<file path="config.mk">
export PLATFORM = sky130hd
export DESIGN_NAME = nl_prefetch_arbiter
export DESIGN_NICKNAME = d
export VERILOG_FILES = /design/src/rtl/nl_prefetch_arbiter.sv
export SDC_FILE = /design/constraint.sdc
export NUM_CORES = 1
export LEC_CHECK = 0
export BUFFER_PORTS_ARGS = -buffer_cell sky130_fd_sc_hd__clkbuf_2
export CAP_MARGIN = 5
export CORE_MARGIN = 2
export CORE_UTILIZATION = 55
export CTS_CLUSTER_DIAMETER = 80
export DETAILED_ROUTE_END_ITERATION = 10
export HOLD_SLACK_MARGIN = 0.1
export PLACE_DENSITY = 0.78
export SYNTH_ARGS = -nofsm -noshare
export SYNTH_HDL_FRONTEND = slang
export SYNTH_SLANG_ARGS = --single-unit
</file>
<file path="constraint.sdc">
create_clock -name clk -period 7.8 [get_ports clk]
set_clock_uncertainty 0.05 [all_clocks]
set_input_delay 0.78 -clock clk [delete_from_list [all_inputs] [get_ports clk]]
set_output_delay 0.78 -clock clk [all_outputs]
set_load 0.1 [all_outputs]
</file>
<file path="src/rtl/nl_prefetch_arbiter.sv">
module nl_prefetch_arbiter #(
  parameter int LANES      = 3,
  parameter int ADDR_W     = 32,
  parameter int LINE_BYTES = 64,
  parameter int AHEAD      = 2,
  parameter int LW         = (LANES > 1) ? $clog2(LANES) + ((LANES & (LANES - 1)) == 0 ? 1 : 0) : 1
) (
  input  logic              clk,
  input  logic              rst_n,
  input  logic              rpt_valid,
  input  logic [LW-1:0]     rpt_lane,
  input  logic [ADDR_W-1:0] rpt_addr,
  input  logic              rpt_miss,
  output logic              pf_valid,
  input  logic              pf_ready,
  output logic [ADDR_W-1:0] pf_addr,
  output logic [LW-1:0]     pf_lane
);
  localparam int CW = $clog2(AHEAD + 1);
  localparam logic [ADDR_W-1:0] STEP = ADDR_W'(LINE_BYTES);

  logic [ADDR_W-1:0] nxt_q  [LANES];
  logic [CW-1:0]     left_q [LANES];
  logic [LANES-1:0]  pend;
  logic [LW-1:0]     ptr_q;
  logic [LW-1:0]     gnt;
  logic              fire;

  always_comb begin
    logic found;
    found = 1'b0;
    gnt   = '0;
    for (int k = 0; k < LANES; k++) begin
      int idx;
      idx = (int'(ptr_q) + k) % LANES;
      if (!found && pend[idx]) begin
        found = 1'b1;
        gnt   = LW'(idx);
      end
    end
  end

  assign pf_valid = |pend;
  assign pf_addr  = nxt_q[gnt];
  assign pf_lane  = gnt;
  assign fire     = pf_valid && pf_ready;

  for (genvar i = 0; i < LANES; i++) begin : g_lane
    logic load, take;
    assign load    = rpt_valid && rpt_miss && (rpt_lane == LW'(i));
    assign take    = fire && (gnt == LW'(i));
    assign pend[i] = (left_q[i] != '0);

    always_ff @(posedge clk or negedge rst_n) begin
      if (!rst_n) begin
        nxt_q[i]  <= '0;
        left_q[i] <= '0;
      end else if (load) begin
        nxt_q[i]  <= rpt_addr + STEP;
        left_q[i] <= CW'(AHEAD);
      end else if (take) begin
        nxt_q[i]  <= nxt_q[i] + STEP;
        left_q[i] <= left_q[i] - CW'(1);
      end
    end
  end

  always_ff @(posedge clk or negedge rst_n) begin
    if (!rst_n)    ptr_q <= '0;
    else if (fire) ptr_q <= (gnt == LW'(LANES - 1)) ? '0 : gnt + LW'(1);
  end
endmodule


</file>
## Yosys cells after proc, flatten, opt, wreduce, memory -nomap -nowiden

Index checks and enable logic that the tools add are counted.

- Flip-flop bits (word level): 104
- Output and inout bits: 35

- Multiplexer cells: 30
- Div/mod/pow operators: 3
- Order comparisons: 4
- Add/sub/neg operators: 10
- Reduce and logical (&&, ||, !) cells: 21
- Bitwise gates (word level): 1
- Equal/unequal tests: 4

Operator list:

| cell | number |
|---|---|
| 2-to-1 mux 32 bit | 8 |
| adder 32 x 7 -> 32 bit, second input constant | 4 |
| less-than comparator 32 x 4 -> 1 bit, second input constant | 3 |
| binary-select mux 32 bit (select 2 bit) | 1 |
| remainder unit 32 x 3 -> 32 bit, second input constant | 2 |
| remainder unit 3 x 3 -> 32 bit, second input constant | 1 |
| 2-to-1 mux 2 bit | 10 |
| nonzero test 2 bit | 6 |
| logical AND 1 bit | 10 |
| 2-to-1 mux 1 bit | 8 |
| binary-select mux 1 bit (select 2 bit) | 3 |
| subtractor 2 x 1 -> 2 bit, second input constant | 3 |
| equality test 2 x 1 -> 1 bit, second input constant | 2 |
| equality test 2 bit, second input constant | 2 |
| logical NOT 2 bit | 2 |
| adder 2 x 1 -> 3 bit, second input constant | 1 |
| adder 2 x 2 -> 3 bit, second input constant | 1 |
| >= comparator 3 bit, second input constant | 1 |
| inverter 2 -> 3 bit | 1 |
| OR reduction 3 bit | 1 |
| adder 2 x 1 -> 2 bit, second input constant | 1 |
| logical NOT 1 bit | 2 |

## Logic depth before layout (Yosys ltp)

Gate-level depths: netlist (run 1).

- Word-level depth: 15
- Depth in mapped cells: 12
- Depth with buffers taken out: 10

## Worst setup path before layout (run 1)

No wires, ideal clock.

- Path type: register to output
- Start: register ptr_q[0]
- End: output pf_addr[3]
- Data required time: 6.970 ns
- Stages on the path, launching flop included: 11
- Setup slack: 2.111 ns
- Path buffers: 2
- Data arrival time: 4.859 ns
- Cells stage by stage: dfrtp_1 -> inv_1 -> ha_1 -> mux2_1 -> a211oi_2 -> nor2_4 -> nand2_4 -> inv_2 -> clkbuf_1 -> clkbuf_1 -> o21ai_0

- Word-level cells in the longest chain between the ends: 15
- Elaborated cells on any way between the ends: 27

RTL lines:

| item | RTL line | text |
|---|---|---|
| start: declaration | 25 | `logic [LW-1:0] ptr_q;` |
| start signal: assignment | 70 | `else if (fire) ptr_q <= (gnt == LW'(LANES - 1)) ? '0 : gnt + LW'(1);` |
| parallel branches: the longest is 10 deep, another holds remainder unit 32 x 3 -> 32 bit | -- |  |
| 2-to-1 mux 2 bit (*) | 36 | `if (!found && pend[idx]) begin` |
| named net pf_lane[1] | 17 | `output logic [LW-1:0] pf_lane` |
| inverter 2 -> 3 bit (implied by the code) (*) | 44 | `assign pf_addr = nxt_q[gnt];` |
| binary-select mux 32 bit (select 2 bit) (*) | 44 |  |
| 2-to-1 mux 32 bit (implied by the code) (*) (2 in series) | 44 |  |
| end: declaration | 16 | `output logic [ADDR_W-1:0] pf_addr,` |

Mark *: on every way through the listed nets, which the timed path passes. The select of a mux whose other input is x is not followed.

## Final worst setup path (run 1)

- Start: register ptr_q[1]
- End: output pf_addr[11]

- Word-level cells in the longest chain between the ends: 15
- Elaborated cells on any way between the ends: 27

RTL lines:

| item | RTL line |
|---|---|
| parallel branches: the longest is 10 deep, another holds remainder unit 32 x 3 -> 32 bit | -- |
| 2-to-1 mux 2 bit (*) | 36 |
| inverter 2 -> 3 bit (implied by the code) (*) | 44 |
| binary-select mux 32 bit (select 2 bit) (*) | 44 |
| 2-to-1 mux 32 bit (implied by the code) (*) (2 in series) | 44 |

Every way passes the cells marked *. The select of a mux whose other input is x is not followed.

==> results of run 1 <==
-- metrics by stage --
step / hold WS, ps / setup WS (ps)
5_1_grt: 419 / 3260
2_1_floorplan: 395 / 2110
6_report: 378 / 3460
4_1_cts: 399 / 3470
3_5_place_dp: 411 / 3850
3_3_place_gp: 407 / 3910
-- layout make-up --
class                           instances  area [µm²]  area share [%]
Multi-Input combinational cell        662        4150            53.0
Sequential cell                       104        2600            33.2
Timing Repair Buffer                   84         450            5.75
Clock buffer                           10         239            3.05
Tap cell                              172         215            2.75
Clock inverter                          6        96.3            1.23
Inverter                               21        78.8            1.01
-- flip-flops by register name, indices dropped and copies added, names as in the netlist --
register / cells
left_q: 6
nxt_q: 96
ptr_q: 2
-- final timing paths --
check / slack, ps / from / endpoint / cells after the start
worst max-delay path: 3460 / ptr_q[1] / pf_addr[11] / 10
worst min-delay path: 380 / rst_n / nxt_q[92] / 1
worst max register to register: 4570 / ptr_q[0] / nxt_q[56] / 11
worst min register to register: 430 / nxt_q[3] / nxt_q[3] / 2
max in group asynchronous: 6100 / rst_n / nxt_q[65] / 2
min in group clk: 430 / nxt_q[3] / nxt_q[3] / 2
-- routing by layer --
| layer | vias to the layer above | GRT usage (%) |
|---|---|---|
| met4 | 0 | 12.2 |
| met3 | 47 | 3.86 |
| met2 | 287 | 48.2 |
| met5 | - | 0 |
| met1 | 3131 | 43.0 |
| li1 | 3012 | - |
-- synth_stat cells, drive strengths merged, types with 8 or more instances --
library cell / count / area, µm²
ha: 13 / 163
nand2: 180 / 683
a22oi: 23 / 173
xor2: 24 / 210
and3: 23 / 144
inv: 21 / 78.8
xnor2: 73 / 639
and4: 8 / 70.1
clkbuf: 31 / 116
nor4: 34 / 322
nor2: 50 / 195
a21oi: 30 / 161
buf: 15 / 92.6
mux2i: 26 / 260
o21ai: 45 / 233
nand4: 22 / 153
dfrtp: 104 / 2600
nor3: 13 / 65.1
nand3: 42 / 215
-- logic make-up (layout without fill, tap and decap cells) --
group	count (synthesis)	after routing	share of synthesized area, %
XOR/XNOR	97	97	12.1
adder cells (fa/ha/maj)	13	13	2.31
multiplexers	27	27	3.86
flip-flops	104	104	37.0
buffers and inverters	67	121	4.09
AO/OA/AOI/OAI	123	123	11.1
AND/OR/NAND/NOR	402	402	29.5
==> flow_summary.yaml, run 1 <==
floorplan:
  rows: 41
  dieArea_um2: 13700
  die_w_um: 117
  ios: 74
  start_util_pct: 56.0
  die_h_um: 117
  core_um2: 12600
sta:
  min_period_ps: 4340
  slew_violations: 0
  hold_viol_final: 0
  maxSlewHeadroom_pct: 42.7
  setup_viol: 0
  setup-tns-final_ps: 0
  rsz0062_at_grt: "false"
  worst_pin_slew_ps: 857
  fmaxAchievable_mhz: 230
  fin_crit_sh_pct: 55.7
route:
  drt_iter0_drc: 590
  drcViolationCount: 0
  wl_met2_mm: 9.27
  vias_per_cell: 6.12
  dr_wl_met3_mm: 1.37
  wl_met1_mm: 8.48
  top_layer_used: "met4"
  wl_per_cell_um: 18.7
  vias: 6477
  drt-total-wl_mm: 19.8
  postRouteAntennaNets: 0
  drt_pass1_iterations: 7
finish:
  syn2layout_area_growth_pct: 11.4
  fin_area_um2: 7840
  layout_common_cells: "nand2_1 (179), dfrtp_1 (104), xnor2_1 (73)"
  layout_commonest_cell: "nand2_1"
  final_core_util_pct: 62.3
  n_antenna_cell: 0
  fillers: 1071
  post_route_cells_drive_above_1_share_pct: 14.9
  layout.cells.non_filler: 1059
  nNetsFinal: 934
critical_path:
  endpoint_kind: "primary output"
  crit_fanout: 46
  required_ps: 6970
  crit_arrival_ps: 3510
  crit_type: "reg2out"
  crit_buf_inv: 4
  slowest_delay_ps: 540
  start_kind: "register"
  path_delay_family: "buffers and inverters"
  crit_top_cell: "buf_4"
  crit_chain: "inv_1 > ha_1 > or3b_2 > o21ai_0 > a2bb2oi_2 > buf_4 > a21oi_4 > buf_4 > a221o_1 > clkbuf_2"
  critPathSlowestCell: "or3b_2"
clocking:
  clk_latency_ps: 350
  cts_made_buffers: 9
  cts_tree: "done"
  cts_hold_buf: 0
  cts_sinks: 104
  clk_pin_slew_ps: 70
  cts_root_buffer: "clkbuf_16"
  cts_resized: 0
  htree_num_levels: 3
  cts.path.max_buffers: 2
  postCtsSetupRepairBufs: 0
global_route:
  grt_first_pass_wirelength_mm: 32.2
  antenna_found_initial: 0
  grt_max_degree: 62
  gr-total-overflow: 0
  track_usage_pct: 30.5
  grt_pass1_vias: 6184
logic_synthesis:
  synth-edff-count: 0
  synth_fp_nets: 885
  synth_cell_type_count: 59
  synth_flop_cell: "dfrtp_1"
  syn_area_um2: 7030
  ys_ff_latch: 104
  ys_seq_area_share_pct: 37.0
  ys_async_sr_fraction_pct: 100
  yosys_warnings: 0
  synth.avg_cell_area_um2: 8.44
  syn-instance-count: 833
placement:
  gp_congestion: 0.903
  port_buffers: 73
  dpl_cell_area_um2: 7500
  dp.cells: 1043
  hpwlAfterDp_mm: 13.7
status:
  status: "finished, final reports clean"
worst_hold_path:
  hp-class: "in2async"
flow_run:
  cap_violations: 0
Power of run 1 is left out: the tool's default activity adds up to more than one toggle a clock period on the data nets, which glitch-free logic cannot reach.
==> run 2, diff against run 1 <==
==> constraint.sdc (replaced) <==
create_clock -name clk -period 4.2 [get_ports clk]
set_clock_uncertainty 0.05 [all_clocks]
set_input_delay 0.42 -clock clk [delete_from_list [all_inputs] [get_ports clk]]
set_output_delay 0.42 -clock clk [all_outputs]
set_load 0.1 [all_outputs]
==> run 2 against run 1 <==
  * Worst setup slack got worse by 3100 ps
  * First-iteration DRC count rose by 33%
  * Count of clock-buffer cells in the layout did not move
  * Worst hold slack got worse by 150 ps
  * Via count rose by 0.68%
  * Sequential share of layout area fell by 0.29 points
  * Highest routed layer unchanged
  * Routed wire length rose by 0.53%
  * Critical path depth did not move
==> flow_summary.yaml, run 2 (same netlist as run 1, synthesis figures left out) <==
global_route:
  grt_first_pass_wirelength_mm: 31.7
  grt_pass1_vias: 6010
  gr-total-overflow: 0
  track_usage_pct: 30.5
  antenna_found_initial: 1
  grt_max_degree: 53
floorplan:
  dieArea_um2: 13700
  start_util_pct: 56.0
  die_h_um: 117
  rows: 41
  core_um2: 12600
  ios: 74
  die_w_um: 117
route:
  drt-total-wl_mm: 19.9
  wl_per_cell_um: 18.7
  drcViolationCount: 0
  drt_iter0_drc: 786
  postRouteAntennaNets: 0
  vias_per_cell: 6.13
  vias: 6521
  drt_pass1_iterations: 6
finish:
  fin_area_um2: 7910
  layout_commonest_cell: "nand2_1"
  reg.largest.list: "nxt_q (96), left_q (6), ptr_q (2)"
  post_route_cells_drive_above_1_share_pct: 15.1
  largest_reg_flops: 96
  largest_register: "nxt_q"
  nNetsFinal: 937
  final_core_util_pct: 62.9
  layout_common_cells: "nand2_1 (179), dfrtp_1 (104), xnor2_1 (73)"
  syn2layout_area_growth_pct: 12.4
critical_path:
  crit_fanout: 19
  endpoint_kind: "primary output"
  required_ps: 3730
  crit_arrival_ps: 3400
  start_kind: "register"
  crit_type: "reg2out"
worst_hold_path:
  hp-class: "in2reg"
sta:
  setup-tns-final_ps: 0
  setup_viol: 0
  fin_ws_ps: 334
  worst_pin_slew_ps: 1230
  hold_viol_final: 0
  rsz0062_at_grt: "false"
  slew_violations: 0
  min_period_ps: 3870
  maxSlewHeadroom_pct: 17.5
  fmaxAchievable_mhz: 259
  fin_crit_sh_pct: 92.0
clocking:
  clk_pin_slew_ps: 70
  htree_num_levels: 3
  cts_made_buffers: 9
  cts.path.max_buffers: 2
  cts_sinks: 104
  clk_latency_ps: 360
  cts_tree: "done"
  cts_root_buffer: "clkbuf_16"
placement:
  dp_slack_ps: 628
  port_buffers: 73
  dpl_cell_area_um2: 7560
  hpwlAfterDp_mm: 14.2
  gp_congestion: 0.882
status:
  status: "finished, final reports clean"
flow_run:
  cap_violations: 0
-- run 2: cell count changes in the layout (fill, tap and decap cells not counted), moves of 2 or more --
cell      delta
buf_12       +3
buf_4        +2
o21ai_1      +6
o21ai_0      -6
inv_6        -2
clkbuf_2     -3
-- run 2: worst paths after layout --
| path | start | end | slack [ps] | cells after the start |
|---|---|---|---|---|
| max | ptr_q[1] | pf_addr[27] | 330 | 10 |
| min | rpt_addr[1] | nxt_q[33] | 230 | 3 |
| max reg2reg | ptr_q[0] | nxt_q[56] | 930 | 11 |
| min reg2reg | nxt_q[33] | nxt_q[33] | 430 | 2 |
| max in group asynchronous | rst_n | nxt_q[48] | 2640 | 3 |
| min in group asynchronous | rst_n | nxt_q[31] | 550 | 2 |
-- run 2: per-layer routing --
layer	up-vias	wire (µm)	GRT usage, %
met1	3142	8480	42.8
met2	331	9150	47.2
li1	3015	-	-
met4	0	364	9.88
met3	33	1890	7.16
met5	-	0	0
-- run 2: cell type report --
type / count / area, µm²
Clock buffer: 10 / 239
Fill cell: 1099 / 4660
Multi-Input combinational cell: 662 / 4150
Tap cell: 172 / 215
Inverter: 21 / 81.3
Clock inverter: 6 / 91.3
Antenna cell: 1 / 2.50
Timing Repair Buffer: 87 / 520
Sequential cell: 104 / 2600
-- run 2: what timing repair did --
item                                   in CTS  in global routing
hold buffers                                1                  0
gates resized for setup                     0                  2
endpoints found under the hold margin      43                  0
setup endpoints to repair                   0                  7
buffers inserted                            0                  0
-- run 2: per-stage QoR --
stage / cells / hold WS [ps]
6_report: 1063 / 231
3_3_place_gp: 1045 / 402
4_1_cts: 1062 / 228
5_1_grt: 1062 / 238
3_5_place_dp: 1045 / 404
2_1_floorplan: 833 / 74.4
-- run 2: worst max-delay path: stages, from the launching register on --
cell	delay, ps
dfrtp_1	400
inv_1	80
ha_1	400
or3b_2	540
o21ai_0	130
a2bb2oi_2	160
buf_4	260
buf_4	300
a22oi_1	160
nand2_1	130
clkbuf_2	460
Power of run 2 is left out for the same reason.
